$ cat src/rtl/fault_reg_pkg.sv
package fault_reg_pkg;
    localparam int unsigned REG_W   = 8;
    localparam int unsigned NUM_SRC = 2;
    localparam logic [REG_W-1:0] ARM_VALUE = 8'h09;

    typedef logic [REG_W-1:0] reg_word_t;

    typedef struct packed {
        logic      en;
        reg_word_t data;
    } host_wr_t;

    // Bit position that records the failure of a given source.
    function automatic int unsigned src_pos(input int unsigned s);
        case (s)
            0:       return 0;
            1:       return 3;
            default: return 0;
        endcase
    endfunction

    // Mask of the bit positions that failure inputs can clear.
    function automatic reg_word_t monitored_mask();
        reg_word_t m;
        m = '0;
        for (int unsigned s = 0; s < NUM_SRC; s++) begin
            m[src_pos(s)] = 1'b1;
        end
        return m;
    endfunction
endpackage

$ cat src/rtl/fault_src_map.sv
module fault_src_map
    import fault_reg_pkg::*;
(
    input  logic [NUM_SRC-1:0] src_fail,
    output reg_word_t          clr_mask
);
    reg_word_t part [NUM_SRC];

    for (genvar s = 0; s < NUM_SRC; s++) begin : g_src
        always_comb begin
            part[s] = '0;
            part[s][src_pos(s)] = src_fail[s];
        end
    end

    always_comb begin
        clr_mask = '0;
        for (int unsigned s = 0; s < NUM_SRC; s++) begin
            clr_mask = clr_mask | part[s];
        end
    end


    always_comb begin
        map_reserved_chk: assert ((clr_mask & ~monitored_mask()) == '0);
    end
endmodule

$ cat src/rtl/fault_bit_cell.sv
module fault_bit_cell (
    input  logic clk,
    input  logic rst,
    input  logic we,
    input  logic d,
    input  logic clr,
    output logic q
);
    logic q_r;

    always_ff @(posedge clk) begin
        if (rst)       q_r <= 1'b0;
        else if (clr)  q_r <= 1'b0;
        else if (we)   q_r <= d;
    end

    assign q = q_r;


    clr_wins_chk: assert property (@(posedge clk) disable iff (rst)
        clr |=> !q);

    load_chk: assert property (@(posedge clk) disable iff (rst)
        (we && !clr) |=> (q == $past(d)));

    hold_chk: assert property (@(posedge clk) disable iff (rst)
        (!we && !clr) |=> $stable(q));
endmodule

$ cat src/rtl/sticky_fault_reg.sv
module sticky_fault_reg
    import fault_reg_pkg::*;
(
    input  logic               clk,
    input  logic               rst,
    input  logic               wr_en,
    input  logic [REG_W-1:0]   wr_data,
    input  logic [NUM_SRC-1:0] src_fail,
    output logic [REG_W-1:0]   rd_data
);
    localparam reg_word_t RSV_MASK = ~monitored_mask();

    host_wr_t  host;
    reg_word_t clr_mask;
    reg_word_t word_q;

    assign host.en   = wr_en;
    assign host.data = wr_data;

    fault_src_map u_map (
        .src_fail (src_fail),
        .clr_mask (clr_mask)
    );

    for (genvar b = 0; b < REG_W; b++) begin : g_bit
        fault_bit_cell u_cell (
            .clk (clk),
            .rst (rst),
            .we  (host.en),
            .d   (host.data[b]),
            .clr (clr_mask[b]),
            .q   (word_q[b])
        );
    end

    assign rd_data = word_q;


    reset_zero_chk: assert property (@(posedge clk)
        rst |=> (rd_data == '0));

    reserved_keep_chk: assert property (@(posedge clk) disable iff (rst)
        !wr_en |=> ((rd_data & RSV_MASK) == ($past(rd_data) & RSV_MASK)));

    no_set_by_fail_chk: assert property (@(posedge clk) disable iff (rst)
        !wr_en |=> ((rd_data & ~$past(rd_data)) == '0));
endmodule

$ cat config.mk
export PLATFORM = sky130hd
export DESIGN_NAME = sticky_fault_reg
export DESIGN_NICKNAME = d
export VERILOG_FILES = /design/src/rtl/fault_reg_pkg.sv /design/src/rtl/fault_src_map.sv /design/src/rtl/fault_bit_cell.sv /design/src/rtl/sticky_fault_reg.sv
export SDC_FILE = /design/constraint.sdc
export NUM_CORES = 1
export LEC_CHECK = 0
export CAP_MARGIN = 20
export CORE_AREA = 5 5 42 44
export CTS_CLUSTER_DIAMETER = 150
export CTS_CLUSTER_SIZE = 14
export DETAILED_ROUTE_END_ITERATION = 10
export DIE_AREA = 0 0 47 49
export DONT_BUFFER_PORTS = 1
export GPL_ROUTABILITY_DRIVEN = 0
export REMOVE_ABC_BUFFERS = 1
export SYNTH_ARGS = -nofsm -noshare
export SYNTH_HDL_FRONTEND = slang
export SYNTH_SLANG_ARGS = --single-unit
$ cat constraint.sdc
create_clock -name clk -period 0.8 [get_ports clk]
set_clock_uncertainty 0.1 [all_clocks]
set_input_delay 0.08 -clock clk [delete_from_list [all_inputs] [get_ports clk]]
set_output_delay 0.08 -clock clk [all_outputs]
set_load 0.1 [all_outputs]
## Word-level counts from Yosys, hierarchy flattened

Index checks and enable logic that the tools add are counted.

- Reduce and logical (&&, ||, !) cells: 8
- Bitwise logic cells: 1

Operator list:

| operator | count |
|---|---|
| $reduce_or 2->1 | 8 |
| $or 1x4->4 | 1 |

- Output and inout bits: 8
- Flip-flop bits (word level): 8

## Logic depth before layout (Yosys ltp)

Gate-level depths: netlist of run 1.

- Depth after elaboration: 2
- Depth in mapped cells: 3

## Hierarchy

A second synthesis of run 1 with hierarchy kept.

- Cell total of the unflattened synthesis: 33
- Area total of the unflattened synthesis: 384.1 um2

By module, submodules not included:

| module | seq. area each (um2) | instances | cells each | area each (um2) |
|---|---|---|---|---|
| fault_bit_cell | 20.0 | 8 | 3 | 40.0 |
| fault_src_map | 0.0 | 1 | 9 | 63.8 |

## Least setup slack after synthesis of run 1

Ideal clock, no wire load.

- Path type: register to output
- Start: reg g_bit[0].u_cell.q_r
- End: out rd_data[0]
- Required time: 620 ps
- Arrival time: 582 ps
- Slack: 38 ps
- Buffers on the path: 1
- Stages on the path, launching flop included: 2
- Cell sequence: dfxtp_1 buf_4

RTL lines:

| what | line | RTL |
|---|---|---|
| start: declaration | fault_bit_cell.sv:9 | `logic q_r;` |
| start signal: assignment | fault_bit_cell.sv:12 | `if (rst) q_r <= 1'b0;` |
| start signal: assignment | fault_bit_cell.sv:13 | `else if (clr) q_r <= 1'b0;` |
| start signal: assignment | fault_bit_cell.sv:14 | `else if (we) q_r <= d;` |
| end: declaration | sticky_fault_reg.sv:9 | `output logic [REG_W-1:0] rd_data` |

No word-level cell between the ends.

## Worst setup path in the final report of run 1

- Start: reg g_bit[3].u_cell.q_r
- End: out rd_data[3]

RTL lines:

| what | line |
|---|---|
| start: declaration | fault_bit_cell.sv:9 |
| start signal: assignment | fault_bit_cell.sv:12 |
| start signal: assignment | fault_bit_cell.sv:13 |
| start signal: assignment | fault_bit_cell.sv:14 |

No word-level cell between the ends.

==> key figures, run 1 <==
Status
  – Status: complete, but fails checks
  – Violated checks: negative hold slack, negative setup slack

Synthesis
  – Synthesized instance count: 34
  – Mapped Avg Cell Area: 10.5 µm²
  – #FFs+latches synth: 8
  – Post-synth top area cell: dfxtp_1
  – Synth cell types: 7
  – Yosys warnings: 0
  – Synth top area cells: dfxtp_1, mux2i_1, buf_4
  – Number of synthesized flops with an enable pin: 0
  – Async S/R FF share, synth: 0
  – Sequential area share after synthesis: 0.448
  – Netlist Area Pre-Place: 358 µm²
  – Top cells by instance count after synthesis: buf_4, dfxtp_1, mux2i_1, nor2_1, nor3_2
  – Share of the synthesized area in the top cell type: 0.448
  – Most used DFF post-synth: dfxtp_1

Critical path
  – Setup CP Type: reg -> out
  – Worst Setup End Kind: output pin
  – Levels on crit path: 1
  – Worst path max stage delay: 0.36 ns
  – Worst Path Required: 0.62 ns
  – Worst path slowest cell: dfxtp_4
  – FF-to-FF Start: g_bit[3].u_cell.q$_SDFFE_PP0P_
  – Reg2Reg Setup Slack: 0 ns
  – Startpoint Class: register
  – Worst reg2reg path endpoint: g_bit[3].u_cell.q$_SDFFE_PP0P_
  – CP Buf/Inv Count: 1
  – CP max FO: 2
  – FF-to-FF path depth: 2
  – Worst setup startpoint: g_bit[3].u_cell.q$_SDFFE_PP0P_
  – CP Cell Sequence: buf_12
  – CP Capture Point: rd_data[3]
  – Worst path top cell family by delay: flip-flops
  – Crit path DAT: 0.77 ns

Final layout
  – Layout cells sized above 1: 0.500
  – Multi-input gate area: 126 µm²
  – Register area: 173 µm²
  – Fin util: 0.435
  – Fin area: 609 µm²
  – Fillers: 132
  – Area grow syn2layout: 70.3%
  – Antenna cells: 0
  – Largest register FFs: 8
  – # nets final: 59

Power
  – Max VDD drop: 0.796 mV
  – Pleak: 0.000309 µW
  – Sw Share: 0.317
  – Power Internal: 734 µW
  – P_sw: 340 µW
  – Clock power frac: 0.282
  – Reg power frac: 0.413
  – Part of the power in combinational logic: 0.305
  – Power per Cell Area: 1760 mW/mm²
  – Pwr Total: 1070 µW

STA
  – Min cycle time layout: 0.953 ns
  – Final WS setup: -0.153 ns
  – Worst slew pin tran: 0.371 ns
  – Final slew viol count: 0
  – Hold Fails Final Rpt: 8
  – Worst Hold Slack: -0.109 ns
  – Relative slew slack: 0.753
  – Max frequency: 1.05 GHz
  – Final setup viols: 9
  – Tcrit/Tclk final: 1.19
  – Unrepaired setup endpoints after global routing: true

Detailed routing
  – Vias: 249
  – Number of vias per cell: 4.15
  – 1st-iter DRT viols: 0
  – DRC Markers: 0
  – WL/cell: 12.8 µm
  – DRT Pass-1 Iters: 1
  – Antenna Violating Nets Remaining: 0
  – Routed WL: 768 µm

Global route
  – GRT Overall Usage: 0.0754
  – Grt ovf: 0
  – Vias in the first global route: 277
  – Initial antenna violation count: 0
  – Largest net degree at the start of global routing: 9
  – Global-route wire length before repair: 1230 µm

Clocking
  – Hold-fix buffers at CTS: 9
  – CTS tree: done
  – Sink Count: 8
  – H-tree Lvls: 1
  – Inserted Clock Buffers: 3
  – Root Buffer: clkbuf_4
  – Worst-skew pair later-pin latency: 0.24 ns
  – Max Root-Sink Buffers: 2
  – Worst-path clk slew: 0.06 ns

Die
  – Die W: 47 µm
  – Die Y-Extent: 49 µm
  – Effective utilization at floorplan: 0.255
  – Site Rows: 14
  – Boundary Pins: 21
  – Die area: 0.00230 mm²
  – Core area: 0.00140 mm²

Place
  – Cell area after placement: 438 µm²
  – Port Buffers: 0

Worst hold path
  – Worst Hold Class: in -> reg

Job
  – Max_cap viols: 0
-- cell usage in the layout, fill, tap and decap left out --
cell,n
dfxtp_2,7
mux2i_2,1
clkbuf_4,3
nor2_1,6
buf_12,8
dlygate4sd3_1,2
mux2i_1,7
dlymetal6s4s_1,7
nor3_2,2
dfxtp_4,1
-- per-stage QoR --
stage               cells  TNS (ns)  worst slack (ns)  hold slack (ns)
floorplan              24     -6.88            -0.602           0.0490
global placement       48         0            0.0282           0.0507
detailed placement     48         0            0.0201           0.0508
CTS                    60     -2.14            -0.164           -0.116
global route           60     -1.51            -0.186          -0.0990
finish                 60     -1.18            -0.153           -0.109
-- area by class of cell --
type                            count  share of cell area
Clock buffer                        3              0.0370
Multi-Input combinational cell     16               0.207
Sequential cell                     8               0.283
Tap cell                           16              0.0329
Timing Repair Buffer               17               0.439
-- kinds of logic after synthesis --
family                 share of synthesized area
buffers and inverters                      0.210
and+or+nand+nor                            0.119
DFF                                        0.448
muxes                                      0.224
-- routing by layer --
metal	vias to the layer above	routed length, µm	track usage
met4	0	0	0.0415
met5	-	0	0
met3	0	96	0.0258
met1	110	276	0.0859
li1	125	-	-
met2	14	396	0.118
-- power by group through the flow --
stage | Combinational (µW) | Sequential, µW | Clock [µW]
2_1_floorplan | 34.8 | 590 | 0
3_3_place_gp | 267 | 447 | 0
3_5_place_dp | 268 | 448 | 0
4_1_cts | 320 | 446 | 326
5_1_grt | 341 | 447 | 347
6_report | 327 | 444 | 302
-- how the worst min path moves through the flow --
stage	startpoint	endpoint	slack, ns	depth (start not counted)
2_1_floorplan	rst	g_bit[0].u_cell.q$_SDFFE_PP0P_	0.05	1
3_3_place_gp	src_fail[1]	g_bit[3].u_cell.q$_SDFFE_PP0P_	0.05	1
3_5_place_dp	src_fail[1]	g_bit[3].u_cell.q$_SDFFE_PP0P_	0.05	1
4_1_cts	wr_en	g_bit[7].u_cell.q$_SDFFE_PP0P_	-0.12	2
5_1_grt	wr_en	g_bit[1].u_cell.q$_SDFFE_PP0P_	-0.1	2
6_report	wr_en	g_bit[1].u_cell.q$_SDFFE_PP0P_	-0.11	2
-- timing repair --
| item | CTS | global route |
|---|---|---|
| resized for setup | 14 | 9 |
| endpoints found under the hold margin | 8 | 7 |
| pin swaps | 0 | 1 |
| endpoints found under the setup margin | 8 | 16 |
| buffers inserted | 0 | 0 |
(Power assumes the default switching activity.)
==> run 2: changes to the inputs <==
--- a/config.mk
+++ b/config.mk
@@ -14,6 +14,7 @@
 export DONT_BUFFER_PORTS = 1
 export GPL_ROUTABILITY_DRIVEN = 0
 export REMOVE_ABC_BUFFERS = 1
+export SETUP_SLACK_MARGIN = 0.15
 export SYNTH_ARGS = -nofsm -noshare
 export SYNTH_HDL_FRONTEND = slang
 export SYNTH_SLANG_ARGS = --single-unit
==> key figures, run 2 (synthesis gave the netlist of run 1 again) <==
Status
  – Status: complete, but fails checks
  – Violated checks: negative hold slack, negative setup slack

STA
  – Setup TNS: -1.19 ns (-0.00798 ns)
  – Final slew viol count: 0 (unchanged)
  – Tcrit/Tclk final: 1.19 (about the same)
  – Max frequency: 1.05 GHz (about the same)
  – Worst Hold Slack: -0.214 ns (-0.105 ns)
  – Final setup viols: 8 (-1)
  – Unrepaired setup endpoints after global routing: true
  – Hold Fails Final Rpt: 8 (unchanged)
  – Final WS setup: -0.152 ns (+0.000762 ns)
  – Relative slew slack: 0.886 (+0.133)
  – Min cycle time layout: 0.952 ns (-0.000762 ns)
  – Worst slew pin tran: 0.166 ns (-0.204 ns)

Global route
  – Initial antenna violation count: 0 (unchanged)
  – Largest net degree at the start of global routing: 9 (unchanged)
  – GRT Overall Usage: 0.0684 (-0.00705)
  – Global-route wire length before repair: 1100 µm (-11%)
  – Vias in the first global route: 250 (-9.7%)
  – Grt ovf: 0 (unchanged)

Critical path
  – Worst path max stage delay: 0.35 ns (about the same)
  – Worst path top cell family by delay: flip-flops
  – CP max FO: 2 (unchanged)
  – FF-to-FF Start: g_bit[0].u_cell.q$_SDFFE_PP0P_
  – Startpoint Class: register
  – Crit path DAT: 0.77 ns (about the same)
  – Worst Setup End Kind: output pin
  – Reg2Reg Setup Slack: 0.05 ns (+0.05 ns)
  – CP Cell Sequence: buf_12
  – Worst reg2reg path endpoint: g_bit[0].u_cell.q$_SDFFE_PP0P_
  – Worst Path Required: 0.62 ns (about the same)
  – CP Buf/Inv Count: 1 (unchanged)
  – Worst path slowest cell: dfxtp_2
  – Setup CP Type: reg -> out
  – FF-to-FF path depth: 2 (unchanged)

Detailed routing
  – DRC Markers: 0 (unchanged)
  – Vias: 207 (-17%)
  – 1st-iter DRT viols: 3 (+3)
  – Antenna Violating Nets Remaining: 0 (unchanged)
  – Routed WL: 685 µm (-11%)
  – WL/cell: 13.4 µm (+4.9%)
  – Number of vias per cell: 4.06 (-2.2%)
  – DRT Pass-1 Iters: 2 (+1)

Clocking
  – H-tree Lvls: 1 (unchanged)
  – Worst-skew pair later-pin latency: 0.24 ns (about the same)
  – Worst-path clk slew: 0.06 ns (about the same)
  – CTS tree: done
  – Sink Count: 8 (unchanged)
  – Setup bufs post-CTS: 0 (unchanged)
  – Max Root-Sink Buffers: 2 (unchanged)
  – Root Buffer: clkbuf_4
  – Inserted Clock Buffers: 3 (unchanged)

Power
  – Power per Cell Area: 2080 mW/mm² (+18%)
  – Pwr Total: 1030 µW (-4.2%)
  – Reg power frac: 0.434 (+0.021)
  – Sw Share: 0.320 (+0.00318)
  – Power Internal: 699 µW (-4.7%)
  – Max VDD drop: 0.823 mV (+3.5%)
  – Clock power frac: 0.298 (+0.016)
  – Part of the power in combinational logic: 0.268 (-0.037)
  – Pleak: 0.000212 µW (-31%)
  – P_sw: 329 µW (-3.3%)

Worst hold path
  – Hold EP: g_bit[1].u_cell.q$_SDFFE_PP0P_
  – Worst Hold Class: in -> reg
  – Min-delay src: rst
  – Hold path depth: 1 (-1)

Final layout
  – Largest register FFs: 8 (unchanged)
  – # nets final: 50 (-15%)
  – Antenna cells: 0 (unchanged)
  – Most frequent cells in the layout: mux2i_1, dfxtp_2, buf_12
  – Fin util: 0.354 (-0.0812)
  – Layout cells sized above 1: 0.600 (+0.100)
  – Area grow syn2layout: 38.5%
  – Fillers: 145 (+9.8%)

Die
  – Core area: 0.00140 mm² (unchanged)
  – Die Y-Extent: 49 µm (unchanged)
  – Die W: 47 µm (unchanged)
  – Boundary Pins: 21 (unchanged)
  – Site Rows: 14 (unchanged)
  – Die area: 0.00230 mm² (unchanged)
  – Effective utilization at floorplan: 0.255 (unchanged)

Place
  – Port Buffers: 0 (unchanged)

Job
  – Max_cap viols: 0 (unchanged)
==> run 2: how the worst max path moves through the flow <==
stage                                               from                        endpoint  slack (ns)  cells past startpoint
final                     g_bit[3].u_cell.q$_SDFFE_PP0P_                      rd_data[3]       -0.15                      1
after global routing      g_bit[4].u_cell.q$_SDFFE_PP0P_                      rd_data[4]       -0.19                      1
after CTS                 g_bit[2].u_cell.q$_SDFFE_PP0P_                      rd_data[2]       -0.16                      1
after detailed placement  g_bit[0].u_cell.q$_SDFFE_PP0P_                      rd_data[0]        0.02                      1
after global placement    g_bit[3].u_cell.q$_SDFFE_PP0P_                      rd_data[3]        0.03                      1
after floorplan           g_bit[0].u_cell.q$_SDFFE_PP0P_  g_bit[0].u_cell.q$_SDFFE_PP0P_       -0.60                      2
==> run 2: area by class of cell <==
type	count	area (µm²)	area share
flip-flops and latches	8	170	0.343
repair buffers	8	160	0.323
multi-input cells	16	123	0.247
well taps	16	20.0	0.0404
clock buffers	3	22.5	0.0455
==> run 2: what timing repair did <==
item                                    4_1_cts  5_1_grt
cloned                                        0        0
gates resized for setup                      14        0
endpoints found under the setup margin       16       16
pin swaps                                     0        1
hold endpoints to repair                      8        8
==> run 2: metal layers <==
metal | vias to the layer above | part of all wire | GRT usage
met5 | - | 0 | 0
met4 | 0 | 0 | 0.0415
met3 | 0 | 0.13 | 0.0221
met2 | 14 | 0.47 | 0.0973
met1 | 87 | 0.39 | 0.0859
li1 | 106 | - | -
==> run 2: power by group through the flow <==
| stage | Clock [µW] | Sequential, µW | Combinational (µW) |
|---|---|---|---|
| global route | 346 | 449 | 285 |
| global placement | 0 | 447 | 267 |
| detailed placement | 0 | 448 | 268 |
| CTS | 326 | 446 | 277 |
| floorplan | 0 | 590 | 34.8 |
| finish | 306 | 446 | 276 |
==> run 2: through the flow <==
stage          instance area (µm²)  std cells  setup WS [ns]
2_1_floorplan                  283         24         -0.602
3_3_place_gp                   438         48         0.0282
3_5_place_dp                   438         48         0.0201
4_1_cts                        495         51         -0.164
5_1_grt                        495         51         -0.186
6_report                       495         51         -0.152
